`src/rtl/spi_chain_pkg.sv`:
```
package spi_chain_pkg;
  localparam int OP_W     = 2;
  localparam int ADDR_W   = 3;
  localparam int VAL_W    = 3;
  localparam int FRAME_W  = OP_W + ADDR_W + VAL_W;
  localparam int NUM_REGS = 1 << ADDR_W;
  localparam int CNT_W    = $clog2(FRAME_W);

  typedef enum logic [OP_W-1:0] {
    OP_READ  = 2'b00,
    OP_WRITE = 2'b01,
    OP_RSV_A = 2'b10,
    OP_RSV_B = 2'b11
  } op_e;

  typedef struct packed {
    op_e               op;
    logic [ADDR_W-1:0] addr;
    logic [VAL_W-1:0]  val;
  } frame_t;
endpackage

```
`src/rtl/spi_pin_sync.sv`:
```
module spi_pin_sync #(
  parameter int              WIDTH   = 3,
  parameter int              STAGES  = 2,
  parameter logic [WIDTH-1:0] RST_VAL = '0
) (
  input  logic             clk_i,
  input  logic             rst_ni,
  input  logic [WIDTH-1:0] pin_i,
  output logic [WIDTH-1:0] lvl_o
);
  logic [STAGES-1:0][WIDTH-1:0] stage_q;

  always_ff @(posedge clk_i or negedge rst_ni) begin
    if (!rst_ni) begin
      for (int i = 0; i < STAGES; i++) stage_q[i] <= RST_VAL;
    end else begin
      stage_q[0] <= pin_i;
      for (int i = 1; i < STAGES; i++) stage_q[i] <= stage_q[i-1];
    end
  end

  assign lvl_o = stage_q[STAGES-1];
endmodule

```
`src/rtl/spi_frame_ctrl.sv`:
```
module spi_frame_ctrl
  import spi_chain_pkg::*;
(
  input  logic               clk_i,
  input  logic               rst_ni,
  input  logic               cs_lvl_i,
  input  logic               sck_lvl_i,
  input  logic               sdi_lvl_i,
  input  logic [FRAME_W-1:0] resp_i,
  output logic               sdo_o,
  output logic               sdo_oe_o,
  output logic               frame_end_o,
  output logic               frame_ok_o,
  output logic               err_o,
  output frame_t             frame_o
);
  logic               cs_d_q, sck_d_q;
  logic               in_access, cs_fall, cs_rise, sck_rise, sck_fall;
  logic [FRAME_W-1:0] shift_q, shift_d;
  logic [CNT_W-1:0]   cnt_q, cnt_d;
  logic               any_q, any_d;
  logic               hold_q, sdo_q, err_q, seen_q;

  assign in_access = ~cs_d_q;
  assign cs_fall   = cs_d_q & ~cs_lvl_i;
  assign cs_rise   = ~cs_d_q & cs_lvl_i;
  assign sck_rise  = in_access & sck_lvl_i & ~sck_d_q;
  assign sck_fall  = in_access & ~sck_lvl_i & sck_d_q;

  // next-state includes a fall that coincides with the select release
  always_comb begin
    shift_d = sck_fall ? {shift_q[FRAME_W-2:0], sdi_lvl_i} : shift_q;
    cnt_d   = cnt_q + CNT_W'(sck_fall);
    any_d   = any_q | sck_fall;
  end

  assign frame_ok_o  = cs_rise & any_d & (cnt_d == '0);
  assign frame_end_o = cs_rise;

  always_ff @(posedge clk_i or negedge rst_ni) begin
    if (!rst_ni) begin
      cs_d_q  <= 1'b1;
      sck_d_q <= 1'b0;
    end else begin
      cs_d_q  <= cs_lvl_i;
      sck_d_q <= sck_lvl_i;
    end
  end

  always_ff @(posedge clk_i or negedge rst_ni) begin
    if (!rst_ni) begin
      shift_q <= '0;
      cnt_q   <= '0;
      any_q   <= 1'b0;
      hold_q  <= 1'b1;
      sdo_q   <= 1'b0;
      err_q   <= 1'b0;
      seen_q  <= 1'b0;
    end else if (cs_fall) begin
      shift_q <= resp_i;
      cnt_q   <= '0;
      any_q   <= 1'b0;
      hold_q  <= 1'b1;
      seen_q  <= err_q;
    end else begin
      shift_q <= shift_d;
      cnt_q   <= cnt_d;
      any_q   <= any_d;
      if (sck_rise) begin
        hold_q <= 1'b0;
        sdo_q  <= shift_q[FRAME_W-1];
      end
      if (cs_rise) begin
        hold_q <= 1'b1;
        if (!frame_ok_o)  err_q <= 1'b1;
        else if (seen_q)  err_q <= 1'b0;
      end
    end
  end

  assign sdo_oe_o = ~cs_lvl_i;
  assign sdo_o    = sdo_oe_o & (hold_q ? (err_q | sdi_lvl_i) : sdo_q);
  assign err_o    = err_q;
  assign frame_o  = frame_t'(shift_d);
endmodule

```
`src/rtl/spi_reg_bank.sv`:
```
module spi_reg_bank
  import spi_chain_pkg::*;
(
  input  logic               clk_i,
  input  logic               rst_ni,
  input  logic               commit_i,
  input  frame_t             frame_i,
  output logic [FRAME_W-1:0] resp_o,
  output logic               wr_en_o
);
  logic [NUM_REGS-1:0][VAL_W-1:0] vals;
  logic [ADDR_W-1:0]              rd_addr_q;
  logic                           rd_sel;

  assign wr_en_o = commit_i && (frame_i.op == OP_WRITE);
  assign rd_sel  = commit_i && (frame_i.op == OP_READ);

  generate
    for (genvar g = 0; g < NUM_REGS; g++) begin : g_reg
      logic [VAL_W-1:0] val_q;
      always_ff @(posedge clk_i or negedge rst_ni) begin
        if (!rst_ni)                                      val_q <= '0;
        else if (wr_en_o && (frame_i.addr == ADDR_W'(g))) val_q <= frame_i.val;
      end
      assign vals[g] = val_q;
    end
  endgenerate

  always_ff @(posedge clk_i or negedge rst_ni) begin
    if (!rst_ni)     rd_addr_q <= '0;
    else if (rd_sel) rd_addr_q <= frame_i.addr;
  end

  assign resp_o = {{OP_W{1'b0}}, rd_addr_q, vals[rd_addr_q]};
endmodule

```
`src/rtl/spi_chain_slave.sv`:
```
module spi_chain_slave
  import spi_chain_pkg::*;
#(
  parameter int SYNC_STAGES = 2
) (
  input  logic clk_i,
  input  logic rst_ni,
  input  logic cs_ni,
  input  logic sck_i,
  input  logic sdi_i,
  output logic sdo_o,
  output logic sdo_oe_o
);
  logic               cs_lvl_w, sck_lvl_w, sdi_lvl_w;
  logic               frame_end_w, frame_ok_w, err_w, wr_en_w;
  logic [FRAME_W-1:0] resp_w;
  frame_t             frame_w;

  spi_pin_sync #(
    .WIDTH  (3),
    .STAGES (SYNC_STAGES),
    .RST_VAL(3'b100)
  ) u_sync (
    .clk_i (clk_i),
    .rst_ni(rst_ni),
    .pin_i ({cs_ni, sck_i, sdi_i}),
    .lvl_o ({cs_lvl_w, sck_lvl_w, sdi_lvl_w})
  );

  spi_frame_ctrl u_frame (
    .clk_i      (clk_i),
    .rst_ni     (rst_ni),
    .cs_lvl_i   (cs_lvl_w),
    .sck_lvl_i  (sck_lvl_w),
    .sdi_lvl_i  (sdi_lvl_w),
    .resp_i     (resp_w),
    .sdo_o      (sdo_o),
    .sdo_oe_o   (sdo_oe_o),
    .frame_end_o(frame_end_w),
    .frame_ok_o (frame_ok_w),
    .err_o      (err_w),
    .frame_o    (frame_w)
  );

  spi_reg_bank u_regs (
    .clk_i   (clk_i),
    .rst_ni  (rst_ni),
    .commit_i(frame_ok_w),
    .frame_i (frame_w),
    .resp_o  (resp_w),
    .wr_en_o (wr_en_w)
  );
endmodule

```
`config.mk`:
```
export PLATFORM = sky130hd
export DESIGN_NAME = spi_chain_slave
export DESIGN_NICKNAME = d
export VERILOG_FILES = /design/src/rtl/spi_chain_pkg.sv /design/src/rtl/spi_pin_sync.sv /design/src/rtl/spi_frame_ctrl.sv /design/src/rtl/spi_reg_bank.sv /design/src/rtl/spi_chain_slave.sv
export SDC_FILE = /design/constraint.sdc
export NUM_CORES = 1
export LEC_CHECK = 0
export ABC_AREA = 1
export BUFFER_PORTS_ARGS = -buffer_cell sky130_fd_sc_hd__buf_2
export CAP_MARGIN = 10
export CORE_UTILIZATION = 65
export DETAILED_ROUTE_END_ITERATION = 6
export PLACE_DENSITY = 0.91
export SLEW_MARGIN = 10
export SYNTH_ARGS = -nofsm -noshare
export SYNTH_HDL_FRONTEND = slang
export SYNTH_SLANG_ARGS = --single-unit
```
`constraint.sdc`:
```
create_clock -name clk_i -period 4.9 [get_ports clk_i]
set_input_delay 0.245 -clock clk_i [delete_from_list [all_inputs] [get_ports clk_i]]
set_output_delay 0.245 -clock clk_i [all_outputs]
set_load 0.01 [all_outputs]
```
Word level (Yosys, flattened, before mapping)
Cells that the tools add are included.
Storage, ports and cells
  register bits: 51
  input bits: 5
  output and inout bits: 2
  word-level logic and storage cells: 75
Operators by class
  reductions and logical operators: 16
  equal/unequal tests: 9
  multiplexer cells: 12
  bitwise gates (word level): 16
  order comparisons: 1
  add/subtract/negate cells: 1
Operator list (number)
  two-way mux 8 bit: 2
  == test 3 bit, second input constant: 4
  logical AND 1 bit: 10
  bitwise AND 1 bit: 9
  binary-select mux 3 bit (select 3 bit): 1
  two-way mux 1 bit: 7
  == test 3 x 2 -> 1 bit, second input constant: 2
  logical NOT 3 bit: 2
  two-way mux 3 bit: 2
  NOT 1 bit: 5
  less-than comparator 3 x 4 -> 1 bit, second input constant: 1
  adder 3 x 1 -> 3 bit: 1
  == test 3 x 1 -> 1 bit, second input constant: 1
  AND reduction 3 bit: 1
  nonzero test 3 bit: 1
  == test 2 x 1 -> 1 bit, second input constant: 1
  logical NOT 2 bit: 1
  inequality test 2 bit, second input constant: 1
  bitwise OR 1 bit: 2
  AND reduction 2 bit: 1

Depth between registers and ports, before layout
  word-level depth: 8
  depth in mapped cells: 13
  depth with buffers taken out: 11

Cells and area by module
A second synthesis with hierarchy kept.
Second synthesis, totals
  cells, all modules: 335
  area, all modules: 2601.2 µm²
Modules (own cells, without submodules)
  spi_reg_bank: area each 1516.5 µm², cells an instance 217, instances 1
  spi_frame_ctrl: area each 909.6 µm², cells an instance 109, instances 1
  spi_pin_sync: area each 175.2 µm², cells an instance 9, instances 1

Worst setup path before layout
Ideal clock, no wire load.
  path kind: flip-flop to flip-flop
  from: reg u_frame.cs_d_q
  to: reg u_regs.g_reg[3].val_q[2]
  library setup time: 0.117 ns
  arrival: 2.260 ns
  stages on the path, launching flop included: 14
  slack: 2.524 ns
  path buffers: 2
  required time: 4.783 ns
  path through: dfstp_2 -> nor2_4 -> nand2_4 -> buf_6 -> inv_2 -> ha_1 -> ha_1 -> nor3_1 -> nand3_4 -> nor2_8 -> buf_8 -> nand2_2 -> nand2_1 -> nand2_1
Between the ends
  word-level cells in the longest chain between the ends: 8
  elaborated cells on any way between the ends: 14
Ends and longest elaborated chain
  start: declaration: RTL line spi_frame_ctrl.sv:17  | logic cs_d_q, sck_d_q;
  start signal: assignment: RTL line spi_frame_ctrl.sv:45  | cs_d_q <= cs_lvl_i;
  NOT 1 bit *: RTL line spi_frame_ctrl.sv:24, spi_frame_ctrl.sv:26
  bitwise AND 1 bit (2 in series): RTL line spi_frame_ctrl.sv:28  | assign sck_fall = in_access & ~sck_lvl_i & sck_d_q;
  adder 3 x 1 -> 3 bit / bitwise OR 1 bit (equally long branches): RTL line spi_frame_ctrl.sv:33, spi_frame_ctrl.sv:34
  logical NOT 3 bit / bitwise AND 1 bit (equally long branches): RTL line spi_frame_ctrl.sv:37  | assign frame_ok_o = cs_rise & any_d & (cnt_d == '0);
  bitwise AND 1 bit: RTL line spi_frame_ctrl.sv:37
  logical AND 1 bit: RTL line spi_reg_bank.sv:15  | assign wr_en_o = commit_i && (frame_i.op == OP_WRITE);
  logical AND 1 bit: RTL line spi_reg_bank.sv:23  | else if (wr_en_o && (frame_i.addr == ADDR_W'(g))) val_q <= frame_i.val;
  end signal: assignment: RTL line spi_reg_bank.sv:23
  end: declaration: RTL line spi_reg_bank.sv:20  | logic [VAL_W-1:0] val_q;
Every way passes the cells marked *; elsewhere a longest branch is shown, timed or not.
A chain may end at the register's enable or synchronous reset.

Worst setup path after layout
  from: reg u_frame.cs_d_q
  to: reg u_regs.g_reg[5].val_q[1]
Between the ends
  word-level cells in the longest chain between the ends: 8
  elaborated cells on any way between the ends: 14
Ends and longest elaborated chain (RTL line)
  NOT 1 bit *: spi_frame_ctrl.sv:24, spi_frame_ctrl.sv:26
  bitwise AND 1 bit (2 in series): spi_frame_ctrl.sv:28
  adder 3 x 1 -> 3 bit / bitwise OR 1 bit (equally long branches): spi_frame_ctrl.sv:33, spi_frame_ctrl.sv:34
  logical NOT 3 bit / bitwise AND 1 bit (equally long branches): spi_frame_ctrl.sv:37
  bitwise AND 1 bit: spi_frame_ctrl.sv:37
  logical AND 1 bit: spi_reg_bank.sv:15
  logical AND 1 bit: spi_reg_bank.sv:23
  end signal: assignment: spi_reg_bank.sv:23
  end: declaration: spi_reg_bank.sv:20
Marked as above.

==> impl_metrics.ini <==
[placement]
pre_cts_ws_ns = 2.210
port-buffer-count = 6
gp_congestion = 0.8479
post-dp-hpwl_mm = 3.415

[synthesis]
synth_seq_cells = 51
yosysSeqAreaShare = 0.4949
synth_fp_nets = 308
yosysUniqueCellTypes = 26
syn_avg_cell_area_um2 = 8.658
synth_area_um2 = 2589
yosys-top-cells-area = dfrtp_1 (45%), nand2_1 (12%), nand3_1 (7.2%)
synth_top_area_cell = dfrtp_1
syn_inst = 299
synth_top_area_frac = 0.4543
yosysWarningCount = 0

[timing]
setup_viol = 0
fmax_ghz = 0.3635
tightest_slew_ns = 0.6133
clock-skew-final_ns = 0.007903
fin_ws_ns = 2.149
period_minus_slack_ns = 2.751
setup_tns_ns = 0
rsz0062_at_grt = no
slew_headroom = 0.5911
whs_ns = -0.04381
period_share = 0.5615
maxSlewViolCount = 0
hold_viol = 47

[clock_network]
ctsHoldBuffers = 0
h-tree-depth = 2
cts_resized = 0
cts_tree = yes
clkTransAtPathRegs_ns = 0.09
numCtsBuffers = 5
clockRootBuffer = clkbuf_8
clockBufferDepth = 2
postCtsSetupRepairBufs = 0
cts_sinks = 51
clock_latency_ns = 0.30

[global_routing]
grt-ovfl-total = 0
grt_pass1_vias = 1879
grt_usage = 0.2838
grt_max_degree = 52
grt_pass1_wl_mm = 8.921
antenna_found_initial = 0

[critical_path]
critPathMaxStageDelay_ns = 0.57
crit_chain = nor2_4, nand2_4, inv_2, ha_1, ha_1, nor3_1, nand3_4, nor2_8, nand2_2, nand2_1, nand2_1
worst-setup-path-type = reg2reg
crit_fanout = 32
rrSetupSlack_ns = 2.15
crit_path_end_kind = flip-flop
critPathBufInv = 1
worst_ep_arrival_time_ns = 2.95
required_ns = 5.10
cp_top_family = simple AND/OR/NAND/NOR gates
slowest_stage = dfstp_2
cp-start-kind = flip-flop

[routing]
via_per_inst = 5.590
detail_route.wl_per_cell_um = 14.26
ant_nets = 0
first_iter_violations = 153
vias = 1962
dr.pass1.iters = 4
wl_mm = 5.007
drcViolationCount = 0

[cells_and_area]
postLayoutCoreUtil = 0.7333
areaGrowthSynthToFinish_pct = 6.041
fill_cells = 281
diodes = 0
drive_gt1_frac = 0.1815
num-nets-final = 311

[die]
row_count = 22
start_util = 0.6915
io_pins = 7
die_y_um = 65.11
coreArea_um2 = 3744
dieArea_um2 = 4239
fp.dieW_um = 65.11

[pwr]
ir_worst_vdd_uv = 280.0
cellPowerDensity_nw_per_um2 = 439.5
p_leak_uw = 0.001420

[status]
violations = hold timing
outcome = finished with violations

[job]
max_cap_violations = 0

[min_path]
hold_path.class = in2async
-- layout by cell type (no fill, tap or decap), types with 2 or more instances in the layout --
master and n:
nand2_1 82, dfrtp_1 47, nand3_1 37, nor2_1 27, o21ai_0 23, nand2_2 18, inv_1 16, nor2_4 9
a21oi_1 6, nand2_4 5, clkbuf_8 5, buf_2 5, ha_1 4, dfstp_2 4, o21ai_4 2, nand3b_1 2
bufinv_16 2
-- synth_stat cells --
cell	count
buf_8	1
inv_1	16
dfrtp_1	47
dfstp_2	4
xnor2_1	1
buf_6	2
nor2_1	27
inv_2	1
nand2_1	82
nand2_2	18
clkbuf_1	5
buf_2	1
buf_4	1
nor2_8	1
o21ai_0	23
nand3b_1	2
nand3_4	1
nand3_1	37
a21oi_1	6
nand2_4	5
o21ai_2	1
nor3_1	1
ha_1	4
nor2_4	9
o31ai_1	1
o21ai_4	2
-- report_power, final --
part | switching (uW) | internal [uW] | leakage, uW | total [uW]
registers | 65.7 | 471 | 0.000668 | 537
logic | 235 | 99.3 | 0.000687 | 334
clock network | 132 | 204 | 0.0000654 | 335
-- worst paths after layout --
| path | from | endpoint | cells past startpoint |
|---|---|---|---|
| worst min-delay path | rst_ni | u_sync.lvl_o[1] | 1 |
| min in group clk_i | cs_ni | u_sync.stage_q[2] | 1 |
| worst max-delay path | u_frame.cs_d_q | u_regs.g_reg[5].val_q[1] | 11 |
| worst max register to register | u_frame.cs_d_q | u_regs.g_reg[5].val_q[1] | 11 |
| max in group asynchronous | rst_ni | u_frame.shift_q[2] | 1 |
| worst min register to register | u_sync.stage_q[0] | u_sync.lvl_o[0] | 0 |
-- stage by stage --
stage	hold WS, ns	std cells	cell area [um^2]	total power, uW
6_report	-0.04381	351	2745	1206
5_1_grt	0.001025	351	2745	1279
4_1_cts	0.02709	351	2743	1208
3_5_place_dp	0.3347	343	2610	866.2
3_3_place_gp	0.3316	343	2610	858.2
2_1_floorplan	-0.05059	299	2589	784.7
-- per-layer routing --
| metal | up-vias | GRT usage | share of wire |
|---|---|---|---|
| li1 | 965 | - | - |
| met1 | 928 | 0.3979 | 0.45 |
| met2 | 58 | 0.4232 | 0.48 |
| met3 | 11 | 0.07118 | 0.055 |
| met4 | 0 | 0.1168 | 0.019 |
| met5 | - | 0 | 0 |
-- registers in the layout, summed over array words and instances, names as in the netlist, 3 cells and up --
| signal | count |
|---|---|
| u_frame.cnt_q | 3 |
| u_sync.lvl_o | 3 |
| u_sync.stage_q | 3 |
| u_regs.rd_addr_q | 3 |
| u_frame.shift_q | 8 |
| u_regs.g.val_q | 24 |
-- area by class of cell --
cell class	instances	area, um^2	share of cell area
inverter	17	63.81	0.02325
sequential	51	1281	0.4667
clock buffer	6	72.57	0.02644
tap	48	60.06	0.02188
multi-input combinational	221	1175	0.4280
clock inverter	2	60.06	0.02188
timing repair buffer	6	32.53	0.01185
-- kinds of logic after synthesis --
logic type / after synthesis / synth area share
fa+ha+maj: 4 / 0.01933
compound gates: 33 / 0.07492
simple gates: 183 / 0.3562
xor+xnor: 1 / 0.003384
flops: 51 / 0.4949
buf+inv: 27 / 0.05123
-- worst register-to-register path, delay by kind of cell, from the launching register on --
family / cells / cell delay [ns]
DFF: 1 / 0.57
adders and majority gates: 2 / 0.48
and+or+nand+nor: 8 / 1.49
buffers and inverters: 1 / 0.10
No activity file was read; power rests on OpenSTA's default activity.
